`src/rtl/serr_pkg.sv`:
```
package serr_pkg;
  localparam int unsigned ERR_N = 4;

  typedef enum logic [1:0] {
    ERR_TX = 2'd0,
    ERR_RX = 2'd1,
    ERR_PH = 2'd2,
    ERR_BD = 2'd3
  } err_idx_e;

  typedef logic [ERR_N-1:0] err_vec_t;
endpackage

```
`src/rtl/serr_flag_bank.sv`:
```
module serr_flag_bank
  import serr_pkg::*;
(
  input  logic     clk_i,
  input  logic     rst_ni,
  input  err_vec_t hit_i,
  input  err_vec_t en_i,
  input  err_vec_t clr_i,
  output err_vec_t flag_o
);

  for (genvar g = 0; g < ERR_N; g++) begin : g_flag
    logic q, d, upd;

    always_comb begin
      upd = (hit_i[g] & en_i[g]) | clr_i[g];
      d   = (hit_i[g] & en_i[g]) | (q & ~clr_i[g]);
    end

    always_ff @(posedge clk_i or negedge rst_ni) begin
      if (!rst_ni)  q <= 1'b0;
      else if (upd) q <= d;
    end

    assign flag_o[g] = q;

    assert_masked_R1: assert property (@(posedge clk_i) disable iff (!rst_ni)
      (!en_i[g] && !q) |=> !q);
    assert_clear_R8: assert property (@(posedge clk_i) disable iff (!rst_ni)
      (clr_i[g] && !(hit_i[g] && en_i[g])) |=> !q);
    assert_set_wins_R9: assert property (@(posedge clk_i) disable iff (!rst_ni)
      (hit_i[g] && en_i[g]) |=> q);
    assert_sticky_R10: assert property (@(posedge clk_i) disable iff (!rst_ni)
      (q && !clr_i[g]) |=> q);
  end

endmodule

```
`src/rtl/serr_xfer_chk.sv`:
```
module serr_xfer_chk (
  input  logic clk_i,
  input  logic rst_ni,
  input  logic slave_i,
  input  logic tbuf_wr_i,
  input  logic frame_start_i,
  input  logic frame_done_i,
  input  logic rbuf_rd_i,
  output logic tx_hit_o,
  output logic rx_hit_o
);

  logic fresh_q, fresh_d, fresh_en;
  logic unread_q, unread_d, unread_en;

  always_comb begin
    tx_hit_o  = slave_i & frame_start_i & ~(fresh_q | tbuf_wr_i);
    fresh_en  = frame_start_i | tbuf_wr_i;
    fresh_d   = ~frame_start_i;
    rx_hit_o  = frame_done_i & unread_q & ~rbuf_rd_i;
    unread_en = frame_done_i | rbuf_rd_i;
    unread_d  = frame_done_i;
  end

  always_ff @(posedge clk_i or negedge rst_ni) begin
    if (!rst_ni) begin
      fresh_q  <= 1'b0;
      unread_q <= 1'b0;
    end else begin
      if (fresh_en)  fresh_q  <= fresh_d;
      if (unread_en) unread_q <= unread_d;
    end
  end

  assert_refill_R2: assert property (@(posedge clk_i) disable iff (!rst_ni)
    (tbuf_wr_i && !frame_start_i) |=> !tx_hit_o);
  assert_read_R3: assert property (@(posedge clk_i) disable iff (!rst_ni)
    (rbuf_rd_i && !frame_done_i) |=> !rx_hit_o);

endmodule

```
`src/rtl/serr_phase_chk.sv`:
```
module serr_phase_chk (
  input  logic clk_i,
  input  logic rst_ni,
  input  logic sample_edge_i,
  input  logic din_i,
  output logic hit_o
);

  logic din_d1_q;
  logic before_q;
  logic pend_q;

  always_ff @(posedge clk_i or negedge rst_ni) begin
    if (!rst_ni) begin
      din_d1_q <= 1'b0;
      before_q <= 1'b0;
      pend_q   <= 1'b0;
    end else begin
      din_d1_q <= din_i;
      pend_q   <= sample_edge_i;
      if (sample_edge_i) before_q <= din_d1_q;
    end
  end

  assign hit_o = pend_q & (din_i ^ before_q);

  assert_pend_R4: assert property (@(posedge clk_i) disable iff (!rst_ni)
    sample_edge_i |=> pend_q);
  assert_quiet_R4: assert property (@(posedge clk_i) disable iff (!rst_ni)
    !sample_edge_i |=> !hit_o);

endmodule

```
`src/rtl/serr_baud_chk.sv`:
```
module serr_baud_chk #(
  parameter int unsigned RLD_W = 15
) (
  input  logic             clk_i,
  input  logic             rst_ni,
  input  logic             slave_i,
  input  logic             sclk_edge_i,
  input  logic [RLD_W-1:0] reload_i,
  output logic             hit_o
);

  localparam int unsigned CNT_W = RLD_W + 3;
  localparam logic [CNT_W-1:0] CNT_MAX = {CNT_W{1'b1}};

  logic [CNT_W-1:0] cnt_q, cnt_d;
  logic             armed_q, armed_d;
  logic [CNT_W-1:0] rld_ext, slow_lim;
  logic             too_slow, too_fast;

  always_comb begin
    rld_ext  = {3'b000, reload_i};
    slow_lim = (rld_ext + 1'b1) << 2;
    too_slow = (cnt_q >= slow_lim);
    too_fast = (cnt_q < rld_ext);
    hit_o    = slave_i & sclk_edge_i & armed_q & (too_slow | too_fast);
    armed_d  = slave_i & (armed_q | sclk_edge_i);
    if (!slave_i || sclk_edge_i) cnt_d = '0;
    else if (cnt_q == CNT_MAX)   cnt_d = cnt_q;
    else                         cnt_d = cnt_q + 1'b1;
  end

  always_ff @(posedge clk_i or negedge rst_ni) begin
    if (!rst_ni) begin
      cnt_q   <= '0;
      armed_q <= 1'b0;
    end else begin
      cnt_q   <= cnt_d;
      armed_q <= armed_d;
    end
  end

  assert_count_R5: assert property (@(posedge clk_i) disable iff (!rst_ni)
    (slave_i && !sclk_edge_i && cnt_q != CNT_MAX) |=> cnt_q == $past(cnt_q) + 1'b1);
  assert_master_R5: assert property (@(posedge clk_i) disable iff (!rst_ni)
    !slave_i |=> !armed_q);

endmodule

```
`src/rtl/serr_monitor.sv`:
```
module serr_monitor
  import serr_pkg::*;
#(
  parameter int unsigned RLD_W = 15
) (
  input  logic             clk_i,
  input  logic             rst_ni,
  input  logic [3:0]       err_en_i,
  input  logic [3:0]       err_clr_i,
  input  logic             auto_rst_en_i,
  input  logic             slave_i,
  input  logic [RLD_W-1:0] reload_i,
  input  logic             tbuf_wr_i,
  input  logic             frame_start_i,
  input  logic             frame_done_i,
  input  logic             rbuf_rd_i,
  input  logic             sample_edge_i,
  input  logic             din_i,
  input  logic             sclk_edge_i,
  output logic [3:0]       err_flag_o,
  output logic             eng_rst_o
);

  logic [1:0] rs_q;
  logic       rst_n;
  err_vec_t   hit;
  err_vec_t   flag;
  logic       tx_hit, rx_hit, ph_hit, bd_hit;
  logic       eng_rst_q, eng_rst_d;

  always_ff @(posedge clk_i or negedge rst_ni) begin
    if (!rst_ni) rs_q <= 2'b00;
    else         rs_q <= {rs_q[0], 1'b1};
  end
  assign rst_n = rs_q[1];

  serr_xfer_chk i_xfer (
    .clk_i         (clk_i),
    .rst_ni        (rst_n),
    .slave_i       (slave_i),
    .tbuf_wr_i     (tbuf_wr_i),
    .frame_start_i (frame_start_i),
    .frame_done_i  (frame_done_i),
    .rbuf_rd_i     (rbuf_rd_i),
    .tx_hit_o      (tx_hit),
    .rx_hit_o      (rx_hit)
  );

  serr_phase_chk i_phase (
    .clk_i         (clk_i),
    .rst_ni        (rst_n),
    .sample_edge_i (sample_edge_i),
    .din_i         (din_i),
    .hit_o         (ph_hit)
  );

  serr_baud_chk #(.RLD_W(RLD_W)) i_baud (
    .clk_i       (clk_i),
    .rst_ni      (rst_n),
    .slave_i     (slave_i),
    .sclk_edge_i (sclk_edge_i),
    .reload_i    (reload_i),
    .hit_o       (bd_hit)
  );

  always_comb begin
    hit         = '0;
    hit[ERR_TX] = tx_hit;
    hit[ERR_RX] = rx_hit;
    hit[ERR_PH] = ph_hit;
    hit[ERR_BD] = bd_hit;
    eng_rst_d   = bd_hit & err_en_i[ERR_BD] & auto_rst_en_i;
  end

  serr_flag_bank i_flags (
    .clk_i  (clk_i),
    .rst_ni (rst_n),
    .hit_i  (hit),
    .en_i   (err_en_i),
    .clr_i  (err_clr_i),
    .flag_o (flag)
  );

  always_ff @(posedge clk_i or negedge rst_n) begin
    if (!rst_n) eng_rst_q <= 1'b0;
    else        eng_rst_q <= eng_rst_d;
  end

  assign err_flag_o = flag;
  assign eng_rst_o  = eng_rst_q;

  assert_autorst_flag_R7: assert property (@(posedge clk_i) disable iff (!rst_n)
    eng_rst_o |-> err_flag_o[ERR_BD]);
  assert_autorst_off_R7: assert property (@(posedge clk_i) disable iff (!rst_n)
    !auto_rst_en_i |=> !eng_rst_o);
  assert_reset_state_R11: assert property (@(posedge clk_i)
    !rst_n |-> (err_flag_o == '0 && !eng_rst_o));

endmodule

```
`config.mk`:
```
export PLATFORM = sky130hd
export DESIGN_NAME = serr_monitor
export DESIGN_NICKNAME = d
export VERILOG_FILES = /design/src/rtl/serr_pkg.sv /design/src/rtl/serr_flag_bank.sv /design/src/rtl/serr_xfer_chk.sv /design/src/rtl/serr_phase_chk.sv /design/src/rtl/serr_baud_chk.sv /design/src/rtl/serr_monitor.sv
export SDC_FILE = /design/constraint.sdc
export NUM_CORES = 1
export LEC_CHECK = 0
export BUFFER_PORTS_ARGS = -buffer_cell sky130_fd_sc_hd__buf_2
export CORE_MARGIN = 2
export CORE_UTILIZATION = 34
export DETAILED_ROUTE_END_ITERATION = 6
export MAX_ROUTING_LAYER = met4
export SLEW_MARGIN = 5
export SYNTH_ARGS = -nofsm -noshare
export SYNTH_HDL_FRONTEND = slang
export SYNTH_HIERARCHICAL = 1
export SYNTH_SLANG_ARGS = --single-unit
export TNS_END_PERCENT = 20
```
`constraint.sdc`:
```
create_clock -name clk_i -period 1.45 [get_ports clk_i]
set_clock_uncertainty 0.2 [all_clocks]
set_input_delay 0.29 -clock clk_i [delete_from_list [all_inputs] [get_ports clk_i]]
set_output_delay 0.29 -clock clk_i [all_outputs]
set_load 0.02 [all_outputs]
```
==> impl_metrics.py <==
metrics = {
    "placed_design": {
        "dpl.cell_count": 457,
        "place_congestion": 0.875,
        "hpwl_um": 4750,
        "portBuffers": 38,
    },
    "setup_path": {
        "slowest_stage": "or3b_1",
        "critPathLaunchType": "input pin",
        "critPathMaxFanout": 4,
        "cp.arrival_ns": 2.28,
        "crit_family": "simple AND/OR/NAND/NOR gates",
        "criticalPathCategory": "in2reg",
        "critical_path.max_stage_delay_ns": 0.35,
        "crit_path_end_kind": "flop",
        "worst-path-buf-inv": 1,
        "worstPathRequired_ns": 1.47,
        "timing.critical_path.cells": "buf_8, nand3_4, nor2_4, and4_4, or3b_1, ha_1, nand4_1, nor3_2, o31ai_4, o211ai_1, and3_1",
    },
    "drt": {
        "drc": 0,
        "dr_wl_met3_um": 179,
        "top_layer": "met4",
        "via_per_inst": 4.82,
        "drt-initial-drc-count": 58,
        "wl_met1_um": 2780,
        "ant_nets": 0,
        "postRouteWirelength_um": 6310,
        "num_vias": 2337,
        "wl_per_cell_um": 13.0,
        "route.met2.wl_um": 3300,
        "drtPass1Iterations": 4,
    },
    "yosys": {
        "ys_types": 44,
        "yosys.cell_count.top_type": "ha_1",
        "synth_area_leaders": "dfrtp_1 32%, ha_1 17%, xnor2_1 9.4%, inv_1 4.0%, nor2_1 3.6%",
        "synth_top_area_share": 0.322,
        "synth_common_cells": "33 x ha_1, 31 x dfrtp_1, 26 x inv_1, 26 x xnor2_1, 23 x nor2_1",
        "synthArstFlopShare": 1.00,
        "syn_avg_cell_area_sq_um": 9.03,
        "ys_dominant_reg_cell": "dfrtp_1",
        "syn_nets": 334,
        "syn-cell-area_sq_um": 2410,
        "synth_cells": 267,
        "synth_edf_count": 0,
        "synth_top_cell_by_area": "dfrtp_1",
        "ys_seq_area_frac": 0.322,
        "yosys_warnings": 6,
        "ys_seq_elements": 31,
    },
    "global_routing": {
        "grt_max_degree": 19,
        "antenna_found_initial": 0,
        "grt_pass1_wl_um": 10800,
        "track_usage": 0.183,
        "grt_overflow": 0,
        "grt_pass1_vias": 2359,
    },
    "power": {
        "total_leakage_power_nw": 1.77,
        "p_per_area_nw_per_um2": 573,
        "ir_worst_vdd_uv": 502,
    },
    "sta": {
        "hold_viol": 7,
        "timing.fmax_mhz": 443,
        "period_share": 1.56,
        "period_minus_slack_ns": 2.26,
        "rsz0062_at_grt": "yes",
        "worst_slack_ns": -0.808,
        "finalSetupViolations": 20,
        "hold_slack_ns": -0.00495,
        "maxSlewViolCount": 0,
    },
    "cells_and_area": {
        "drive_above_1_share": 0.432,
        "seqCellArea_sq_um": 777,
        "n_fill_cell": 616,
        "area_growth_pct": 57.7,
        "final_cells": 485,
        "final_nets": 455,
        "multi_input_area_sq_um": 1760,
        "num_antenna_cells": 0,
        "final_core_util": 0.556,
    },
    "clock_tree": {
        "numCtsBuffers": 5,
        "clk_latency_ns": 0.29,
        "cts-root-buf": "clkbuf_8",
        "clock_sinks": 31,
        "path_clk_slew_ns": 0.07,
        "cts_tree": "yes",
        "cts.htree.levels": 2,
        "cts_buffer_depth": 2,
    },
    "die": {
        "fp-row-count": 30,
        "die_x_um": 88.2,
        "die_y_um": 88.2,
        "start_util": 0.353,
        "io_pins": 39,
        "die_area_sq_um": 7780,
        "fp.coreArea_sq_um": 6830,
    },
    "run": {
        "max_cap_violations": 0,
    },
    "status": {
        "status": "finished with violations",
        "violations": "negative hold slack, negative setup slack",
    },
    "hold_path": {
        "hold_class": "reg2async",
    },
}
-- state kept, by name, indices dropped and copies added (netlist names) --
register and flops:
i_flags/g_flag.q 4, eng_rst_o 1, i_xfer/fresh_q 1, i_xfer/unread_q 1
i_baud/cnt_q 18, i_phase/din_d1_q 1, i_baud/armed_q 1, i_phase/pend_q 1
rs_q 2, i_phase/before_q 1
-- final timing paths --
check	startpoint	cells past startpoint	slack, ns	end
hold / removal	rs_q[1]	1	-0.005	i_xfer/unread_q
hold reg to reg	rs_q[1]	1	-0.005	i_xfer/unread_q
min in group clk_i	err_en_i[1]	3	0.01	i_flags/g_flag[1].q
setup reg to reg	i_baud/cnt_q[9]	9	-0.70	eng_rst_o
setup / recovery	reload_i[0]	11	-0.81	eng_rst_o
max in group asynchronous	rs_q[1]	1	0.79	i_baud/cnt_q[5]
-- layout by cell type, fill, tap and decap left out, types with 9 or more instances in the layout --
cell type,synthesis,final
dfrtp_1,31,30
nor2_1,23,18
ha_1,33,31
nand2_1,19,16
inv_1,26,25
buf_4,4,69
dlygate4sd3_1,0,10
xnor2_1,26,26
buf_2,3,32
a21oi_1,15,14
nand3_1,15,11
buf_6,0,9
-- timing repair --
item	in CTS	in global routing
gates resized for setup	45	10
pin swaps	30	12
hold endpoints to repair	10	0
cloned	0	0
setup endpoints to repair	20	20
buffers inserted	5	5
hold buffers	10	0
-- logic make-up after synthesis --
logic type                 after synthesis  share of synthesized area
muxes                                    1                    0.00467
AOI/OAI and AO/OA                       47                      0.137
DFF                                     31                      0.322
xor gates and xnor gates                28                      0.102
adders and majority gates               33                      0.171
other                                    1                    0.00156
buffers and inverters                   35                     0.0623
and+or+nand+nor                         91                      0.199
-- final cells by class --
type	count	share of cell area
clock inverters	2	0.00922
inverters	26	0.0257
clock buffers	6	0.0217
multi-input cells	201	0.463
well taps	96	0.0316
flip-flops and latches	31	0.204
repair buffers	123	0.245
-- report_power, final --
group / total (mW) / switching, mW / internal, mW
clock network: 0.901 / 0.345 / 0.556
logic: 0.378 / 0.180 / 0.198
registers: 0.900 / 0.0111 / 0.889
total: 2.18 / 0.537 / 1.64
-- routing by layer --
| metal | vias up | track usage |
|---|---|---|
| li1 | 1181 | - |
| met1 | 1107 | 0.221 |
| met2 | 44 | 0.316 |
| met3 | 5 | 0.0302 |
| met4 | 0 | 0.0441 |
| met5 | - | - |
-- metrics by stage --
stage,setup WS [ns],TNS [ns],cell area (sq um),power [mW]
CTS,-0.780,-6.61,3720,2.21
global route,-0.948,-8.73,3800,2.29
floorplan,-0.782,-7.13,2510,1.09
global placement,-1.21,-8.78,3260,1.24
detailed placement,-1.25,-9.11,3260,1.25
finish,-0.808,-6.79,3800,2.18
Power figures use the tool's default switching activity.
